## src/rtl/loader_pkg.sv

```systemverilog
package loader_pkg;
  // strobes issued by the control module to the datapath each cycle
  typedef struct packed {
    logic shiftEn;
    logic loadRef;
    logic loadFb;
  } strobes_t;
endpackage

```

## src/rtl/loader_ctrl.sv

```systemverilog
module loader_ctrl
  import loader_pkg::*;
(
  input  logic     clk,
  input  logic     rstN,
  input  logic     serClk,
  input  logic     serLatch,
  input  logic     selBit,
  output strobes_t strobes
);
  logic serClkPrev;

  always_ff @(posedge clk or negedge rstN) begin
    if (!rstN) serClkPrev <= 1'b0;
    else       serClkPrev <= serClk;
  end

  always_comb begin
    strobes.shiftEn = serClk & ~serClkPrev;
    strobes.loadRef = serLatch & selBit;
    strobes.loadFb  = serLatch & ~selBit;
  end
endmodule

```

## src/rtl/loader_datapath.sv

```systemverilog
module loader_datapath
  import loader_pkg::*;
#(
  parameter int RATIO_W = 16,
  localparam int WORD_W = RATIO_W + 1
) (
  input  logic               clk,
  input  logic               rstN,
  input  strobes_t           strobes,
  input  logic               serData,
  output logic [WORD_W-1:0]  shiftWord,
  output logic               selBit,
  output logic [RATIO_W-1:0] refRatio,
  output logic [RATIO_W-1:0] fbRatio,
  output logic               refDisable,
  output logic               fbDisable
);
  localparam int NPATH = 2;  // index 0 feedback, 1 reference (matches control bit)

  logic [RATIO_W-1:0] field;
  logic [RATIO_W-1:0] latchQ  [NPATH];
  logic               loadVec [NPATH];
  logic               zeroQ   [NPATH];

  always_ff @(posedge clk or negedge rstN) begin
    if (!rstN)                shiftWord <= '0;
    else if (strobes.shiftEn) shiftWord <= {shiftWord[WORD_W-2:0], serData};
  end

  assign field  = shiftWord[WORD_W-1:1];
  assign selBit = shiftWord[0];

  assign loadVec[0] = strobes.loadFb;
  assign loadVec[1] = strobes.loadRef;

  for (genvar p = 0; p < NPATH; p++) begin : g_path
    always_ff @(posedge clk or negedge rstN) begin
      if (!rstN) begin
        latchQ[p] <= '0;
        zeroQ[p]  <= 1'b1;
      end else begin
        if (loadVec[p]) latchQ[p] <= field;
        zeroQ[p] <= (latchQ[p] == '0);
      end
    end
  end

  assign fbRatio    = latchQ[0];
  assign refRatio   = latchQ[1];
  assign fbDisable  = zeroQ[0];
  assign refDisable = zeroQ[1];
endmodule

```

## src/rtl/serial_ratio_loader.sv

```systemverilog
module serial_ratio_loader
  import loader_pkg::*;
#(
  parameter int RATIO_W = 16,
  localparam int WORD_W = RATIO_W + 1
) (
  input  logic               clk,
  input  logic               rstN,
  input  logic               serClk,
  input  logic               serData,
  input  logic               serLatch,
  output logic [RATIO_W-1:0] refRatio,
  output logic [RATIO_W-1:0] fbRatio,
  output logic               refDisable,
  output logic               fbDisable
);
  strobes_t          strobes;
  logic              selBit;
  logic [WORD_W-1:0] shiftWord;

  loader_ctrl u_ctrl (
    .clk(clk), .rstN(rstN), .serClk(serClk), .serLatch(serLatch),
    .selBit(selBit), .strobes(strobes)
  );

  loader_datapath #(.RATIO_W(RATIO_W)) u_dp (
    .clk(clk), .rstN(rstN), .strobes(strobes), .serData(serData),
    .shiftWord(shiftWord), .selBit(selBit),
    .refRatio(refRatio), .fbRatio(fbRatio),
    .refDisable(refDisable), .fbDisable(fbDisable)
  );
endmodule

```

## config.mk

```make
export PLATFORM = sky130hd
export DESIGN_NAME = serial_ratio_loader
export DESIGN_NICKNAME = d
export VERILOG_FILES = /design/src/rtl/loader_pkg.sv /design/src/rtl/loader_ctrl.sv /design/src/rtl/loader_datapath.sv /design/src/rtl/serial_ratio_loader.sv
export SDC_FILE = /design/constraint.sdc
export NUM_CORES = 1
export LEC_CHECK = 0
export ABC_AREA = 1
export BUFFER_PORTS_ARGS = -buffer_cell sky130_fd_sc_hd__clkbuf_2
export CAP_MARGIN = 20
export CELL_PAD_IN_SITES_DETAIL_PLACEMENT = 0
export CELL_PAD_IN_SITES_GLOBAL_PLACEMENT = 2
export CORE_UTILIZATION = 35
export CTS_BUF_LIST = sky130_fd_sc_hd__clkbuf_4
export CTS_CLUSTER_DIAMETER = 60
export CTS_CLUSTER_SIZE = 28
export DETAILED_ROUTE_END_ITERATION = 8
export MAX_ROUTING_LAYER = met4
export PLACE_DENSITY = 0.93
export SYNTH_ARGS = -nofsm -noshare
export SYNTH_HDL_FRONTEND = slang
export SYNTH_SLANG_ARGS = --single-unit
export TNS_END_PERCENT = 1
```

## constraint.sdc

```tcl
create_clock -name clk -period 1.1 [get_ports clk]
set_input_delay 0.22 -clock clk [delete_from_list [all_inputs] [get_ports clk]]
set_output_delay 0.22 -clock clk [all_outputs]
set_load 0.01 [all_outputs]
```

Yosys cells after proc, flatten, opt, wreduce, memory -nomap -nowiden
Index checks and enable logic that the tools add are counted.
Word-level totals
  bits in registers: 52
  output and inout port bits: 34
  logic and storage cells: 13
Operators by class
  reductions and logical operators: 2
  bitwise gates (word level): 5
Operator list (count)
  16-bit logical NOT: 2
  1-bit AND: 3
  1-bit inverter: 2

Logic depth before layout (Yosys ltp)
  word-level depth: 2
  depth in mapped cells: 5

Modules after synthesis
A second synthesis with hierarchy kept.
Unflattened totals
  cells, all modules: 236
  area, all modules: 2195.9 µm²
By module, submodules not included
  loader_datapath: area each 2145.8 µm², sequential area each 1278.7 µm², cells each 229, times used 1
  loader_ctrl: area each 50.0 µm², sequential area each 25.0 µm², cells each 7, times used 1

Worst setup path before layout
No wires, ideal clock.
  path type: reg2reg
  start point: register u_ctrl.serClkPrev
  end point: register u_dp.shiftWord[10]
  library setup time: 0.127 ns
  setup slack: 0.217 ns
  stages on the path, launching flop included: 6
  arrival: 0.756 ns
  data required time: 0.973 ns
  path through: dfrtp_1 > inv_1 > nand2_2 > buf_4 > nand2_1 > o21ai_0
Between the ends
  longest elaborated chain between the ends: 2
RTL lines
  start: declaration: line loader_ctrl.sv:11  | logic serClkPrev;
  start signal: assignment: line loader_ctrl.sv:15  | else serClkPrev <= serClk;
  1-bit inverter: line loader_ctrl.sv:19  | strobes.shiftEn = serClk & ~serClkPrev;
  1-bit AND: line loader_ctrl.sv:19
  end signal: assignment: line loader_datapath.sv:27  | else if (strobes.shiftEn) shiftWord <= {shiftWord[WORD_W-2:0], serData};
  end: declaration: line loader_datapath.sv:11  | output logic [WORD_W-1:0] shiftWord,
No other way between the ends.
A chain may end at the register's enable or synchronous reset.

Final worst setup path
  start point: register u_dp.zeroQ, in the netlist u_dp.fbDisable
  end point: output fbDisable
RTL lines
  start: declaration: line loader_datapath.sv:23  | logic zeroQ [NPATH];
  start signal: indexed assignment: line loader_datapath.sv:43  | zeroQ[p] <= (latchQ[p] == '0);
  end: declaration: line serial_ratio_loader.sv:15  | output logic fbDisable
No word-level cell between the ends.

==> results.md <==
* Number of detailed-route iterations in the first pass at 4
* Detailed Place HPWL at 2740 um
* Register bit count reported by yosys at 52
* Global-route wire length before repair at 7120 um
* Floorplan die height at 81.1 um
* Final Skew at 11.4 ps
* Antenna Nets Post-Route at 0
* Die X-Extent at 81.1 um
* Internal power at 0.00324 W
* Clk Latency, worst-skew pair at 360 ps
* Family with the most delay on the worst path: flip-flops
* Post-synthesis net count at 239
* Critical-path cell list: buf_6
* Maximum clock rate at 0.817 GHz
* Number of global-route vias before repair at 1521
* Worst Path Max Fanout at 1
* Buffers inserted during post-CTS setup optimization at 0
* Pin count of the biggest net entering global routing at 53
* Number of instances in the synthesized netlist at 234
* Syn avg cell area at 9.36 sq um
* CTS clk-pin slew, worst paths at 140 ps
* I/O pin count at 39
* Unrepaired setup endpoints after global routing: true
* Endpoints failing hold at 0
* Time the worst path needs with I/O delays and setup at 1220 ps
* CTS Buffer Depth at 2
* Number of antenna violations at the first check in global routing at 0
* Cell area after synthesis at 2190 sq um
* Sum of negative setup slack at -1360 ps
* Initial core utilization at 0.365
* Number of DRC violations after detailed routing at 0
* Outcome: finished, violations left
* Slew at the pin closest to its max-slew limit at 327 ps
* Worst relative slew slack at 0.782
* Standard-cell rows at 28
* Leak at 1.29 nW
* Switching power share of the total at 0.346
* Routed vias/inst at 4.38
* Max-slew violations at 0
* Sort of element at the end of the critical path: output pin
* Sequential Power Share at 0.531
* Setup crit start kind: flop
* Path class of the lowest-slack min-delay path: input port to flop
* Number of maximum-capacitance constraint violations at 0
* Aggregate routed wire length at 4020 um
* Clock network fraction of design power at 0.166
* Fraction of final layout cells with drive strength greater than 1 at 0.253
* H-tree depth reported by CTS at 2
* Remaining Overflow, GRT at 0
* Routed length per placed instance at 11.4 um
* Critical path required time at 880 ps
* Commonest non-fill, non-tap cells in the layout: 64 x nand2_1, 50 x dfrtp_1, 41 x inv_1
* Sequential cell area fraction in the yosys report at 0.595
* Number of antenna repair diodes at 0
* Final Worst Setup Slack at -124 ps
* CTS tree: yes
* Routability congestion estimate from global placement at 0.735
* Cell at the root of the clock tree: clkbuf_4
* Die outline area at 6580 sq um
* Worst-case setup slack after placement at 128 ps
* Post-route fraction of the period consumed by the critical path at 1.11
* Violations in the final reports: negative setup slack
* Distinct cell type count after synthesis at 15
* GR Util All Layers at 0.150
* Comb power frac at 0.304
* Yosys warning total at 0
* WP buf/inv at 1
* Power per Cell Area at 1950 nW/um^2
* Start-to-end type of the worst setup path: flop to output pin
* Most common library cell in the layout ignoring fill and taps: nand2_1
* Area of the core at 5990 sq um
* Power spent charging and discharging nets at 0.00171 W
* Worst path arrival time at 1000 ps
* Final count of negative-setup-slack endpoints at 34
* DRT iter0 DRCs at 71
* Number of clock sinks at 52
* PortBufs at 38
* VDD IR max at 741 uV
* CP max stage delay at 550 ps
* Vias after detailed routing at 1540
* CTS Buf Count at 5
* Number of nets in the layout at 281
* Area growth from synthesis to final layout at 16.1%
* Slowest cell on crit path: dfstp_2
[cell type report]
type | count | area, sq um
Fill cell | 621 | 3450
Sequential cell | 52 | 1300
Multi-Input combinational cell | 131 | 631
Timing Repair Buffer | 44 | 303
Inverter | 42 | 158
Tap cell | 75 | 93.8
Clock buffer | 6 | 45.0
Clock inverter | 2 | 7.51
[synthesized netlist by cell type, drive strengths merged]
| cell | instances | share of area |
|---|---|---|
| nor2 | 13 | 0.022 |
| inv | 42 | 0.072 |
| and2 | 2 | 0.0057 |
| nand2 | 67 | 0.12 |
| o21ai | 48 | 0.14 |
| a21oi | 1 | 0.0023 |
| dfrtp | 50 | 0.57 |
| dfstp | 2 | 0.024 |
| buf | 9 | 0.045 |
[worst paths after layout]
check	startpoint	endpoint	slack [ps]	cells after the start
setup / recovery	u_dp.fbDisable	fbDisable	-120	1
hold / removal	serData	u_dp.shiftWord[0]	110	3
setup reg to reg	u_dp.shiftWord[0]	u_dp.fbRatio[9]	120	4
hold reg to reg	u_dp.shiftWord[10]	u_dp.shiftWord[10]	500	2
max in group asynchronous	rstN	u_dp.refDisable	450	3
min in group asynchronous	rstN	u_dp.shiftWord[2]	370	3
[flip-flops by register name (all words and copies together), names as in the netlist]
name / flops
u_dp.fbRatio: 16
u_dp.fbDisable: 1
u_dp.refDisable: 1
u_dp.refRatio: 16
u_ctrl.serClkPrev: 1
u_dp.shiftWord: 17
[worst reg2reg max path: stages, from the launching register on]
cell     delay (ps)
dfrtp_1         420
inv_2            90
nand2_4         190
nand2_1         120
o21ai_1          60
[what timing repair did]
action	4_1_cts	5_1_grt
endpoints found under the hold margin	51	0
resized for setup	0	4
hold buffers	2	0
endpoints found under the setup margin	34	35
[power by group through the flow]
stage,combinational [W],clock (W),sequential (W)
after CTS,0.00151,0.000869,0.00263
after global placement,0.00147,0,0.00267
after detailed placement,0.00150,0,0.00267
after global routing,0.00176,0.000929,0.00270
final,0.00150,0.000821,0.00263
after floorplan,0.000829,0,0.00276
[per-layer routing]
layer | track usage | wire (um) | vias up
met2 | 0.235 | 1790 | 30
met3 | 0.0371 | 138 | 6
li1 | - | - | 796
met1 | 0.187 | 2010 | 708
met4 | 0.0536 | 70 | 0
met5 | - | 0 | -
[through the flow]
stage / cell area [sq um] / util / hold slack, ps / power, W / cells
finish: 2540 / 0.424 / 113 / 0.00495 / 352
floorplan: 2190 / - / -75.6 / 0.00359 / 234
global placement: 2460 / 0.410 / 238 / 0.00414 / 342
CTS: 2530 / 0.422 / 88.4 / 0.00501 / 352
global route: 2540 / 0.424 / 131 / 0.00539 / 352
detailed placement: 2460 / 0.410 / 242 / 0.00417 / 342
[cells by family (layout without fill, tap and decap cells)]
logic type	count (synthesis)	after routing	share of synthesized area
buffers and inverters	51	94	0.117
DFF	52	52	0.595
and+or+nand+nor	82	82	0.149
AOI/OAI and AO/OA	49	49	0.139
(Power assumes the default switching activity.)
